$ cat src/rtl/efx_recon_pkg.sv
package efx_recon_pkg;

   // fractional bits carried by the fixed-point result
   localparam int FRAC_BITS = 9;

   typedef enum int {
      EFX_LOW_AREA = 0,
      EFX_HIGH_ACC = 1
   } efx_variant_e;

   // upper bound on the total gain from all four channels
   // (ceiling of alpha plus the three integer weights)
   function automatic int gain_bound(input int variant);
      return (variant == EFX_LOW_AREA) ? 35 : 1259;
   endfunction

   function automatic int gain_bits(input int variant);
      return $clog2(gain_bound(variant));
   endfunction

endpackage

$ cat src/rtl/efx_alpha_term.sv
// Multiplies the basis-1 channel by the expansion factor alpha.
// The result sits on the 2^-FRAC grid.
module efx_alpha_term #(
   parameter int W       = 12,
   parameter int VARIANT = 0,
   parameter int FRAC    = 9,
   parameter int OUT_W   = 27
) (
   input  logic signed [W-1:0]     xa,
   output logic signed [OUT_W-1:0] a_term
);

   localparam int EXT = OUT_W - W;

   logic signed [OUT_W-1:0] x;
   assign x = {{EXT{xa[W-1]}}, xa};

   // every signed digit 2^k becomes a left shift by k+FRAC
   generate
      if (VARIANT == 0) begin : g_low
         // 2^2 + 2^-1 + 2^-4 + 2^-5 + 2^-9
         always_comb
            a_term = (x <<< (FRAC + 2)) + (x <<< (FRAC - 1))
                   + (x <<< (FRAC - 4)) + (x <<< (FRAC - 5))
                   + (x <<< (FRAC - 9));
      end else begin : g_high
         // 2^7 + 2^5 + 2^3 - 2^0 + 2^-2 - 2^-6 - 2^-8
         always_comb
            a_term = (x <<< (FRAC + 7)) + (x <<< (FRAC + 5))
                   + (x <<< (FRAC + 3)) - (x <<< FRAC)
                   + (x <<< (FRAC - 2)) - (x <<< (FRAC - 6))
                   - (x <<< (FRAC - 8));
      end
   endgenerate

endmodule

$ cat src/rtl/efx_int_term.sv
// Integer-weighted sum of the three irrational-basis channels,
// built from shared partial sums.
module efx_int_term #(
   parameter int W       = 12,
   parameter int VARIANT = 0,
   parameter int IW      = 18
) (
   input  logic signed [W-1:0]  xb,
   input  logic signed [W-1:0]  xc,
   input  logic signed [W-1:0]  xd,
   output logic signed [IW-1:0] i_term
);

   localparam int EXT = IW - W;

   logic signed [IW-1:0] b, c, d;
   assign b = {{EXT{xb[W-1]}}, xb};
   assign c = {{EXT{xc[W-1]}}, xc};
   assign d = {{EXT{xd[W-1]}}, xd};

   generate
      if (VARIANT == 0) begin : g_low
         // weights 12, 5, 13 from 8(b+d) + 4(b+c+d) + (c+d)
         logic signed [IW-1:0] s_bd, s_bcd, s_cd;
         always_comb begin
            s_bd   = b + d;
            s_bcd  = s_bd + c;
            s_cd   = c + d;
            i_term = (s_bd <<< 3) + (s_bcd <<< 2) + s_cd;
         end
      end else begin : g_high
         // weights 437, 181, 473 from 473(b+c+d) - 36(b+c) - 256c
         // where 473 = 512 - 32 - 8 + 1 and 36 = 32 + 4
         logic signed [IW-1:0] s_bc, s_bcd, p473, p36;
         always_comb begin
            s_bc   = b + c;
            s_bcd  = s_bc + d;
            p473   = (s_bcd <<< 9) - (s_bcd <<< 5) - (s_bcd <<< 3) + s_bcd;
            p36    = (s_bc <<< 5) + (s_bc <<< 2);
            i_term = p473 - p36 - (c <<< 8);
         end
      end
   endgenerate

endmodule

$ cat src/rtl/efx_recon.sv
module efx_recon #(
   parameter  int W       = 12,
   parameter  int VARIANT = 0,
   localparam int OUT_W   = W + efx_recon_pkg::gain_bits(VARIANT)
                              + efx_recon_pkg::FRAC_BITS
) (
   input  logic                    clk,
   input  logic                    rst_n,
   input  logic                    in_valid,
   input  logic signed [W-1:0]     xa,
   input  logic signed [W-1:0]     xb,
   input  logic signed [W-1:0]     xc,
   input  logic signed [W-1:0]     xd,
   output logic                    out_valid,
   output logic signed [OUT_W-1:0] coef_out
);

   import efx_recon_pkg::*;

   localparam int FRAC = FRAC_BITS;
   localparam int IW   = OUT_W - FRAC;

   // elaboration-time parameter checks
   generate
      if (W < 2) begin : g_bad_width
         $error("efx_recon: W must be at least 2");
      end
      if (VARIANT != EFX_LOW_AREA && VARIANT != EFX_HIGH_ACC) begin : g_bad_variant
         $error("efx_recon: VARIANT must be 0 or 1");
      end
   endgenerate

   logic signed [OUT_W-1:0] a_term;
   logic signed [IW-1:0]    i_term;

   efx_alpha_term #(.W(W), .VARIANT(VARIANT), .FRAC(FRAC), .OUT_W(OUT_W)) u_alpha (
      .xa     (xa),
      .a_term (a_term)
   );

   efx_int_term #(.W(W), .VARIANT(VARIANT), .IW(IW)) u_int (
      .xb     (xb),
      .xc     (xc),
      .xd     (xd),
      .i_term (i_term)
   );

   // stage 1: register both partial products
   logic                    s1_valid;
   logic signed [OUT_W-1:0] a_q;
   logic signed [IW-1:0]    i_q;

   always_ff @(posedge clk or negedge rst_n) begin
      if (!rst_n) begin
         s1_valid <= 1'b0;
         a_q      <= '0;
         i_q      <= '0;
      end else begin
         s1_valid <= in_valid;
         if (in_valid) begin
            a_q <= a_term;
            i_q <= i_term;
         end
      end
   end

   // stage 2: align the integer sum to the fractional grid and add
   logic signed [OUT_W-1:0] i_aligned;
   assign i_aligned = {i_q, {FRAC{1'b0}}};

   always_ff @(posedge clk or negedge rst_n) begin
      if (!rst_n) begin
         out_valid <= 1'b0;
         coef_out  <= '0;
      end else begin
         out_valid <= s1_valid;
         if (s1_valid)
            coef_out <= a_q + i_aligned;
      end
   end

   // each stage delays the strobe by one edge
   a_r2_stage1_valid: assert property (@(posedge clk) disable iff (!rst_n)
      $past(rst_n) |-> (s1_valid == $past(in_valid)));

   a_r2_stage2_valid: assert property (@(posedge clk) disable iff (!rst_n)
      out_valid == $past(s1_valid));

   // no new result means the output register keeps its value
   a_r8_hold: assert property (@(posedge clk) disable iff (!rst_n)
      ($past(rst_n) && !$past(s1_valid)) |-> $stable(coef_out));

   // alpha is positive, so it preserves the sign of xa
   a_r4_alpha_pos: assert property (@(posedge clk) disable iff (!rst_n)
      (xa > 0) |-> (a_term > 0));

   a_r6_alpha_neg: assert property (@(posedge clk) disable iff (!rst_n)
      (xa < 0) |-> (a_term < 0));

   // zero z-channels contribute nothing
   a_r3_int_zero: assert property (@(posedge clk) disable iff (!rst_n)
      (xb == 0 && xc == 0 && xd == 0) |-> (i_term == 0));

endmodule

$ cat config.mk
export PLATFORM = sky130hd
export DESIGN_NAME = efx_recon
export DESIGN_NICKNAME = d
export VERILOG_FILES = /design/src/rtl/efx_recon_pkg.sv /design/src/rtl/efx_alpha_term.sv /design/src/rtl/efx_int_term.sv /design/src/rtl/efx_recon.sv
export SDC_FILE = /design/constraint.sdc
export NUM_CORES = 1
export LEC_CHECK = 0
export BUFFER_PORTS_ARGS = -buffer_cell sky130_fd_sc_hd__buf_2
export CAP_MARGIN = 20
export CELL_PAD_IN_SITES_DETAIL_PLACEMENT = 1
export CELL_PAD_IN_SITES_GLOBAL_PLACEMENT = 1
export CORE_AREA = 8 8 161 148
export DETAILED_ROUTE_END_ITERATION = 6
export DIE_AREA = 0 0 169 156
export GPL_TIMING_DRIVEN = 1
export PLACE_DENSITY = 0.72
export SLEW_MARGIN = 40
export SYNTH_ARGS = -nofsm -noshare
export SYNTH_HDL_FRONTEND = slang
export SYNTH_SLANG_ARGS = --single-unit
$ cat constraint.sdc
create_clock -name clk -period 2.3 [get_ports clk]
set_input_delay 0 -clock clk [delete_from_list [all_inputs] [get_ports clk]]
set_output_delay 0 -clock clk [all_outputs]
set_load 0.1 [all_outputs]
==> flow_metrics.py, run 1 <==
metrics = {
    "global_routing": {
        "overflow": 0,
        "antenna_found_initial": 0,
        "grt_max_degree": 75,
        "grt_pass1_vias": 9265,
        "gr-usage-all-layers_pct": 24.0,
        "grt_pass1_wl_mm": 49.9,
    },
    "timing": {
        "final.setup_skew_ns": 0.0126,
        "slew_viol_final": 0,
        "hold_violations": 0,
        "tightest_slew_ns": 0.748,
        "rsz0062_at_grt": "true",
        "period_minus_slack_ns": 4.86,
        "setup_violations": 43,
        "max_freq_ghz": 0.206,
        "setup_ws_ns": -2.56,
        "max-slew-margin-rel_pct": 50.2,
        "fin_crit_sh_pct": 211,
    },
    "finish": {
        "fin_nets": 1393,
        "syn2layout_area_growth_pct": 63.9,
        "drive_above_1_share_pct": 54.0,
        "antennaDiodeCount": 0,
        "stdcell_count": 1480,
    },
    "clock_tree": {
        "cts_tree": "yes",
        "htree_levels": 3,
        "cts_root_buffer": "clkbuf_16",
        "clk_pin_slew_ns": 0.07,
        "clk_path_buf_depth": 2,
        "clk_latency_ns": 0.35,
        "clock_sinks": 74,
        "cts-buffers-inserted": 9,
    },
    "synth": {
        "synthTopCellsByArea": "dfrtp_1 24%, ha_1 20%, fa_1 8.2%, mux2_2 7.5%, xnor2_1 6.1%",
        "syn_nets": 1029,
        "async_reset_ff_share_pct": 100,
        "synth_seq_cells": 74,
        "ys.flop_type": "dfrtp_1",
        "synth_top_cell_by_area": "dfrtp_1",
        "ys_seq_area_share_pct": 23.6,
        "syn-cell-area_mm2": 0.00784,
        "ys_warn_count": 0,
        "synth_top_area_share_pct": 23.6,
        "synth_edf_count": 0,
        "ys_types": 61,
        "syn_avg_cell_area_um2": 9.56,
        "netlist_instances": 820,
    },
    "place": {
        "post-place-ws_ns": -3.00,
        "port_buffers": 78,
        "place_inst": 1403,
        "finalWeightedCongestion": 0.841,
        "dp_hpwl_mm": 20.3,
    },
    "setup_path": {
        "ff2ff_path_depth": 8,
        "critPathTopFamily": "compound AO/OA/AOI/OAI gates",
        "crit_slowest_cell": "ha_1",
        "slowest_delay_ns": 0.37,
        "cp_num_buf_inv": 3,
        "worstPathArrival_ns": 5.10,
        "r2r-start": "i_q[8]$_DFFE_PN0P_",
        "critical_path.startpoint": "xd[0]",
        "r2r-end": "coef_out[23]$_DFFE_PN0P_",
        "crit_type": "primary input to flop",
        "cp_common_cell": "a21oi_2",
        "worst_setup_path_end_kind": "flop",
        "r2r_setup_slack_ns": -0.29,
        "path_max_fanout": 3,
        "cp-start-kind": "primary input",
        "required_ns": 2.53,
    },
    "floorplanning": {
        "core_area_mm2": 0.0212,
        "dieArea_mm2": 0.0264,
        "initial_core_util_pct": 37.0,
        "die_h_um": 156,
        "rows": 51,
        "io_pins": 79,
        "dieWidth_um": 169,
    },
    "detailed_routing": {
        "drcViolationCount": 0,
        "ant_nets": 0,
        "drt-total-wl_mm": 38.6,
        "drt_iter0_markers": 595,
        "wl_per_cell_um": 26.1,
        "viasPerCell": 5.84,
        "dr.pass1.iters": 4,
        "vias": 8650,
    },
    "run": {
        "maxCapViolCount": 0,
    },
    "hold_path": {
        "worstHoldEndpoint": "a_q[2]$_DFFE_PN0P_",
        "hp-start": "xa[2]",
        "hp-class": "primary input to flop",
        "min_path_cells": 3,
    },
    "run_status": {
        "violations": "negative setup slack",
        "status": "finished with violations",
    },
}
[synthesized netlist by cell type, drive strengths merged (3+ instances only)]
master,n
o21bai,6
nor3,16
nand3b,3
a31oi,13
xnor2,55
a21boi,6
a21o,16
xor2,17
clkbuf,9
nor4,6
buf,5
fa,32
or3,7
mux2,52
a21oi,59
o211ai,9
nand2,40
and2,4
nand2b,9
nor2,54
nand3,17
ha,126
o21ai,48
a211oi,9
o2111ai,4
inv,45
nand4,5
a41o,3
o31ai,9
and3,6
dfrtp,74
nor2b,14
o21a,14
[cell families after synthesis]
family | Yosys count | synth area share, %
AOI/OAI and AO/OA | 215 | 17.7
xor gates and xnor gates | 72 | 8.04
adders and majority gates | 158 | 28.3
buffers and inverters | 59 | 2.83
DFF | 74 | 23.6
muxes | 54 | 7.73
and+or+nand+nor | 188 | 11.8
[worst register-to-register path, delay by kind of cell (launching register included)]
family	cells	cell delay [ns]
xor+xnor	1	0.16
mux	1	0.26
compound gates	4	0.90
fa+ha+maj	1	0.46
simple gates	1	0.25
flops	1	0.43
[metrics by stage]
stage | setup TNS [ns] | cell area [um^2] | hold slack [ns] | utilization (%)
after floorplan | -28.76 | 8110 | -0.296 | -
after global placement | -44.89 | 10500 | 0.195 | 49.7
after detailed placement | -47.98 | 10500 | 0.0713 | 49.8
after CTS | -33.85 | 11900 | 0.102 | 56.1
after global routing | -43.98 | 12900 | 0.127 | 60.7
final | -40.04 | 12900 | 0.102 | 60.7
[cell usage in the layout (no fill, tap or decap), types with 6 or more instances in the layout]
| master | n |
|---|---|
| buf_4 | 237 |
| ha_1 | 91 |
| dfrtp_1 | 72 |
| buf_2 | 69 |
| buf_6 | 54 |
| inv_1 | 39 |
| nor2_1 | 36 |
| xnor2_1 | 36 |
| mux2_2 | 34 |
| nand2_1 | 32 |
| a21oi_1 | 30 |
| ha_4 | 26 |
| fa_1 | 20 |
| o21ai_0 | 19 |
| a21oi_2 | 19 |
| mux2_4 | 18 |
| a21o_1 | 16 |
| xor2_1 | 15 |
| nor2_2 | 13 |
| o21a_1 | 13 |
| o21ai_2 | 12 |
| nand3_1 | 12 |
| xnor2_2 | 12 |
| fa_2 | 12 |
| a21oi_4 | 10 |
| nor2b_1 | 10 |
| o21ai_1 | 10 |
| o211ai_1 | 9 |
| ha_2 | 9 |
| clkbuf_16 | 9 |
| nand2b_1 | 8 |
| nor3_1 | 8 |
| o21ai_4 | 7 |
| xnor2_4 | 7 |
| a31oi_4 | 7 |
| nand2_2 | 6 |
| a31oi_1 | 6 |
| and3_1 | 6 |
[per-layer routing]
layer  vias to the layer above  global-route usage, %  routed length [um]
met5                         -                      0                   0
met4                         0                   12.5                2880
met3                       215                   3.72                1670
met2                       383                   45.8               20300
met1                      4338                   25.1               13800
li1                       3714                      -                   -
[registers in the layout, summed over array words and instances, names as in the netlist]
register and flops:
s1_valid 1, i_q 18, coef_out 27, a_q 27, out_valid 1
[area by class of cell]
cell class | instances | area (um^2)
clock buffer | 10 | 239
clock inverter | 6 | 88.8
fill | 2306 | 8330
inverter | 45 | 173
multi-input combinational | 687 | 7300
sequential | 74 | 1850
tap | 291 | 364
timing repair buffer | 367 | 2830
[worst max-delay path by stage]
stage,cells past startpoint,endpoint,slack [ns]
2_1_floorplan,30,i_q[16]$_DFFE_PN0P_,-2.48
3_3_place_gp,30,i_q[16]$_DFFE_PN0P_,-2.84
3_5_place_dp,30,i_q[16]$_DFFE_PN0P_,-3.00
4_1_cts,29,i_q[15]$_DFFE_PN0P_,-2.49
5_1_grt,29,i_q[16]$_DFFE_PN0P_,-2.79
6_report,30,i_q[16]$_DFFE_PN0P_,-2.56
[timing repair]
action,4_1_cts,5_1_grt
endpoints found under the hold margin,76,0
pin swaps,97,100
gates resized for setup,161,153
setup endpoints to repair,41,45
setup buffers,30,37
hold buffers,3,0
gates cloned,0,0
Power of run 1 is left out: the tool's default activity adds up to more than one toggle a clock period on the data nets, which glitch-free logic cannot reach.
==> inputs of run 2 (changes only) <==
--- a/config.mk
+++ b/config.mk
@@ -14,6 +14,7 @@
 export DIE_AREA = 0 0 169 156
 export GPL_TIMING_DRIVEN = 1
 export PLACE_DENSITY = 0.72
+export RECOVER_POWER = 100
 export SLEW_MARGIN = 40
 export SYNTH_ARGS = -nofsm -noshare
 export SYNTH_HDL_FRONTEND = slang
==> run 2 against run 1 <==
The flow finishes with violations (max-capacitance violations, max-slew violations, negative setup slack). Critical path depth did not move. Global-route usage did not move. Hold slack improved by 0.0010 ns. First-iteration DRC count fell by 17%. Core utilization fell by 0.22 points. Highest routed layer unchanged.
==> flow_metrics.py, run 2 (synthesized netlist as in run 1, its figures left out) <==
metrics = {
    "global_routing": {
        "overflow": 0,
        "grt_pass1_vias": 9265,
        "grt_pass1_wl_mm": 49.9,
        "gr-usage-all-layers_pct": 24.0,
        "antenna_found_initial": 0,
        "grt_max_degree": 75,
    },
    "setup_path": {
        "crit_slowest_cell": "ha_1",
        "worstPathArrival_ns": 5.10,
        "cp_common_cell": "a21oi_2",
        "ff2ff_path_depth": 7,
        "critPathTopFamily": "compound AO/OA/AOI/OAI gates",
        "r2r-start": "i_q[8]$_DFFE_PN0P_",
        "worst_setup_path_end_kind": "flop",
        "r2r-end": "coef_out[25]$_DFFE_PN0P_",
        "path_max_fanout": 3,
        "slowest_delay_ns": 0.37,
        "r2r_setup_slack_ns": -0.29,
        "cp_num_buf_inv": 3,
        "crit_type": "primary input to flop",
        "required_ns": 2.53,
        "cp-start-kind": "primary input",
    },
    "finish": {
        "final_common_cell": "buf_4",
        "stdcell_area_mm2": 0.0128,
        "antennaDiodeCount": 0,
        "drive_above_1_share_pct": 51.4,
        "stdcell_count": 1480,
        "syn2layout_area_growth_pct": 63.4,
        "final_cell_mix": "236 x buf_4, 91 x ha_1, 73 x dfrtp_1",
        "fin_nets": 1393,
        "post-route-util_pct": 60.4,
        "top_regs": "a_q x27, coef_out x27, i_q x18",
    },
    "timing": {
        "setup_violations": 43,
        "fin_tns_setup_ns": -40.93,
        "slew_viol_final": 75,
        "setup_ws_ns": -2.57,
        "hold_violations": 0,
        "fin_crit_sh_pct": 212,
        "max_freq_ghz": 0.205,
        "period_minus_slack_ns": 4.87,
        "max-slew-margin-rel_pct": -33.4,
        "final.setup_skew_ns": 0.0127,
        "rsz0062_at_grt": "true",
        "tightest_slew_ns": 2.00,
    },
    "clock_tree": {
        "cts-buffers-inserted": 9,
        "clk_latency_ns": 0.35,
        "clk_path_buf_depth": 2,
        "cts_tree": "yes",
        "cts_root_buffer": "clkbuf_16",
        "clk_pin_slew_ns": 0.07,
        "clock_sinks": 74,
        "htree_levels": 3,
    },
    "detailed_routing": {
        "vias": 8606,
        "viasPerCell": 5.81,
        "wl_per_cell_um": 26.1,
        "dr.pass1.iters": 4,
        "ant_nets": 0,
        "drt-total-wl_mm": 38.7,
        "drcViolationCount": 0,
        "drt_iter0_markers": 494,
    },
    "hold_path": {
        "hp-start": "xa[2]",
        "min_path_cells": 3,
        "hp-class": "primary input to flop",
        "worstHoldEndpoint": "a_q[2]$_DFFE_PN0P_",
    },
    "floorplanning": {
        "die_h_um": 156,
        "core_area_mm2": 0.0212,
        "rows": 51,
        "dieArea_mm2": 0.0264,
        "dieWidth_um": 169,
        "io_pins": 79,
        "initial_core_util_pct": 37.0,
    },
    "run_status": {
        "status": "finished with violations",
        "violations": "max-capacitance violations, max-slew violations, negative setup slack",
    },
    "run": {
        "maxCapViolCount": 1,
    },
    "place": {
        "port_buffers": 78,
        "finalWeightedCongestion": 0.841,
        "placed_cell_area_mm2": 0.0105,
        "place_inst": 1403,
        "dp_hpwl_mm": 20.3,
    },
}
run 2: cell count changes in the layout (fill, tap and decap cells not counted):
cell,before,now
mux2_1,0,1
clkbuf_1,0,29
buf_4,237,236
dfrtp_2,2,1
mux2_2,34,33
clkbuf_2,0,1
dfrtp_1,72,73
buf_6,54,53
buf_2,69,41
run 2: metal layers:
metal	part of all wire [%]	track usage, %	routed length [um]	vias up
met2	53	45.8	20300	381
met4	7.3	12.5	2840	0
met5	0	0	0	-
met3	4.2	3.72	1630	210
li1	-	-	-	3713
met1	36	25.1	13900	4302
run 2: final cells by class:
class	instances	area, um^2
Clock inverter	6	88.8
Tap cell	291	364
Timing Repair Buffer	367	2780
Fill cell	2331	8380
Clock buffer	10	239
Sequential cell	74	1850
Inverter	45	173
Multi-Input combinational cell	687	7300
run 2: how the worst max path moves through the flow:
stage | end | from | depth (start not counted) | slack, ns
final | i_q[16]$_DFFE_PN0P_ | xd[0] | 30 | -2.57
after floorplan | i_q[16]$_DFFE_PN0P_ | xb[0] | 30 | -2.48
after CTS | i_q[15]$_DFFE_PN0P_ | xd[0] | 29 | -2.49
after global routing | i_q[16]$_DFFE_PN0P_ | xd[0] | 29 | -2.79
after detailed placement | i_q[16]$_DFFE_PN0P_ | xd[0] | 30 | -3.00
after global placement | i_q[16]$_DFFE_PN0P_ | xb[0] | 30 | -2.84
run 2: what timing repair did:
item                       4_1_cts  5_1_grt
pin swaps                       97      100
buffers inserted                30       37
hold endpoints to repair        76        0
gates resized for setup        161      153
setup endpoints to repair       41       45
hold buffers                     3        0
run 2: per-stage QoR:
stage / hold WS (ns) / setup WS (ns)
finish: 0.103 / -2.57
CTS: 0.102 / -2.49
global placement: 0.195 / -2.84
global route: 0.127 / -2.79
detailed placement: 0.0713 / -3.00
floorplan: -0.296 / -2.48
run 2: worst register-to-register path, cell delays in order (launching register included):
cell and delay, ns:
dfrtp_1 0.43, ha_2 0.46, nand2_1 0.25, o21ai_1 0.21, a21oi_1 0.10, o211ai_1 0.39, a41oi_2 0.24, a311o_1 0.38
Power of run 2 is left out for the same reason.
==> inputs of run 3 (changes only) <==
--- a/config.mk
+++ b/config.mk
@@ -13,7 +13,7 @@
 export DETAILED_ROUTE_END_ITERATION = 6
 export DIE_AREA = 0 0 169 156
 export GPL_TIMING_DRIVEN = 1
-export PLACE_DENSITY = 0.72
+export PLACE_DENSITY_LB_ADDON = 0.1
 export RECOVER_POWER = 100
 export SLEW_MARGIN = 40
 export SYNTH_ARGS = -nofsm -noshare
==> run 3 against run 2 <==
The flow still finishes with violations (max-capacitance violations, max-slew violations, negative setup slack). Critical endpoint unchanged. Sequential share of layout area is 0.071 points higher. Register-to-register slack better by 0.14 ns. Non-clock buffer count grew 2. Clock skew shrank 0.0014 ns.
==> flow_metrics.py, run 3 (synthesized netlist as in run 1, its figures left out) <==
metrics = {
    "detailed_routing": {
        "dr.pass1.iters": 4,
        "drt_iter0_markers": 191,
        "drcViolationCount": 0,
        "drt-total-wl_mm": 27.9,
        "ant_nets": 0,
        "vias": 7601,
        "viasPerCell": 5.14,
        "wl_per_cell_um": 18.9,
    },
    "place": {
        "place_inst": 1408,
        "post-place-ws_ns": -3.14,
        "port_buffers": 78,
        "finalWeightedCongestion": 0.856,
        "dp_hpwl_mm": 20.1,
    },
    "floorplanning": {
        "core_area_mm2": 0.0212,
        "io_pins": 79,
        "dieWidth_um": 169,
        "initial_core_util_pct": 37.0,
        "die_h_um": 156,
        "dieArea_mm2": 0.0264,
        "rows": 51,
    },
    "timing": {
        "max_freq_ghz": 0.209,
        "hold_ws_ns": 0.0465,
        "tightest_slew_ns": 1.81,
        "period_minus_slack_ns": 4.78,
        "fin_crit_sh_pct": 208,
        "setup_ws_ns": -2.48,
        "setup_violations": 36,
        "slew_viol_final": 104,
        "hold_violations": 0,
        "final.setup_skew_ns": 0.0112,
        "max-slew-margin-rel_pct": -20.6,
        "rsz0062_at_grt": "true",
    },
    "pwr": {
        "ir_drop_uv": 773,
        "leakage_nw": 5.78,
        "switchingPower_mw": 10.3,
        "p_seq_share_pct": 10.1,
        "power_mw": 22.1,
        "pwr-share-comb_pct": 83.8,
        "swShare_pct": 46.9,
        "p_int_mw": 11.7,
        "p_clk_share_pct": 6.1,
        "p_per_area_mw_per_mm2": 1730,
    },
    "finish": {
        "drive_above_1_share_pct": 51.1,
        "final_common_cell": "buf_4",
        "syn2layout_area_growth_pct": 62.4,
        "fin_nets": 1395,
        "fillers": 2312,
        "post-route-util_pct": 60.1,
        "final_cell_mix": "240 x buf_4, 89 x ha_1, 74 x dfrtp_1",
        "antennaDiodeCount": 0,
        "stdcell_count": 1480,
        "top_regs": "a_q x27, coef_out x27, i_q x18",
    },
    "setup_path": {
        "crit_slowest_cell": "ha_1",
        "ff2ff_path_depth": 10,
        "worst_setup_path_end_kind": "flop",
        "required_ns": 2.52,
        "cp-start-kind": "primary input",
        "slowest_delay_ns": 0.36,
        "path_max_fanout": 3,
        "worstPathArrival_ns": 5.00,
        "crit_type": "primary input to flop",
    },
    "global_routing": {
        "grt_pass1_vias": 8658,
        "grt_pass1_wl_mm": 42.9,
        "gr-usage-all-layers_pct": 20.2,
        "antenna_found_initial": 0,
        "overflow": 0,
        "grt_max_degree": 75,
    },
    "run_status": {
        "status": "finished with violations",
        "violations": "max-capacitance violations, max-slew violations, negative setup slack",
    },
    "clock_tree": {
        "cts_tree": "yes",
        "clock_sinks": 74,
        "htree_levels": 3,
        "cts_root_buffer": "clkbuf_16",
        "clk_latency_ns": 0.33,
        "cts-buffers-inserted": 9,
        "clk_path_buf_depth": 2,
        "clk_pin_slew_ns": 0.06,
    },
    "hold_path": {
        "min_path_cells": 3,
        "hp-class": "primary input to flop",
    },
    "run": {
        "maxCapViolCount": 2,
    },
}
## run 3: changes by cell type in the layout (fill, tap and decap cells not counted), sizes merged
cell,change
clkinvlp,-3
dlygate4sd3,-1
clkbuf,+1
buf,+1
clkinv,+3
bufinv,-1
## run 3: cell type report
cell class	count	area, um^2	area share (%)
clock buffer	9	225	1.77
clock inverter	5	57.6	0.452
inverter	45	169	1.33
multi-input combinational	687	7260	57.1
sequential	74	1850	14.5
tap	291	364	2.86
timing repair buffer	369	2800	22.0
## run 3: per-stage QoR
step                setup TNS, ns  cell area (um^2)
finish                     -34.36             12700
global route               -38.95             12700
CTS                        -30.76             12200
detailed placement         -48.76             10600
global placement           -45.99             10600
floorplan                  -28.76              8110
## run 3: per-layer routing
layer / part of all wire (%) / vias to the layer above / global-route usage [%]
li1: - / 3711 / -
met1: 41 / 3716 / 22.5
met2: 53 / 120 / 38.6
met3: 2.5 / 54 / 2.53
met4: 2.7 / 0 / 7.12
met5: 0 / - / 0
## run 3: timing repair
item / CTS / global route
hold buffers: 2 / 0
pin swaps: 128 / 80
endpoints found under the hold margin: 75 / 0
endpoints found under the setup margin: 35 / 44
buffers inserted: 38 / 30
resized for setup: 205 / 94
## run 3: power by group through the flow
stage,sequential [mW],clock [mW],combinational (mW)
floorplan,3.64,0,7.33
global placement,2.18,0,13.2
detailed placement,2.22,0,13.6
CTS,2.21,1.37,16.0
global route,2.30,1.42,19.8
finish,2.23,1.34,18.5
## run 3: worst max-delay path: cells and delay by family
| family | cells | cell delay, ns |
|---|---|---|
| AO/OA/AOI/OAI | 8 | 1.14 |
| multiplexers | 1 | 0.26 |
| XOR/XNOR | 4 | 0.54 |
| AND/OR/NAND/NOR | 8 | 1.15 |
| adder cells (fa/ha/maj) | 5 | 1.34 |
| buffers and inverters | 5 | 0.58 |
## run 3: final timing paths
check / endpoint / start / slack, ns
min: a_q[3]$_DFFE_PN0P_ / xa[3] / 0.05
max in group asynchronous: a_q[18]$_DFFE_PN0P_ / rst_n / 0.51
min reg2reg: coef_out[4]$_DFFE_PN0P_ / a_q[4]$_DFFE_PN0P_ / 0.50
max: i_q[16]$_DFFE_PN0P_ / xd[0] / -2.48
max reg2reg: coef_out[25]$_DFFE_PN0P_ / a_q[9]$_DFFE_PN0P_ / -0.15
min in group asynchronous: coef_out[4]$_DFFE_PN0P_ / rst_n / 0.71
(Power assumes the default switching activity.)
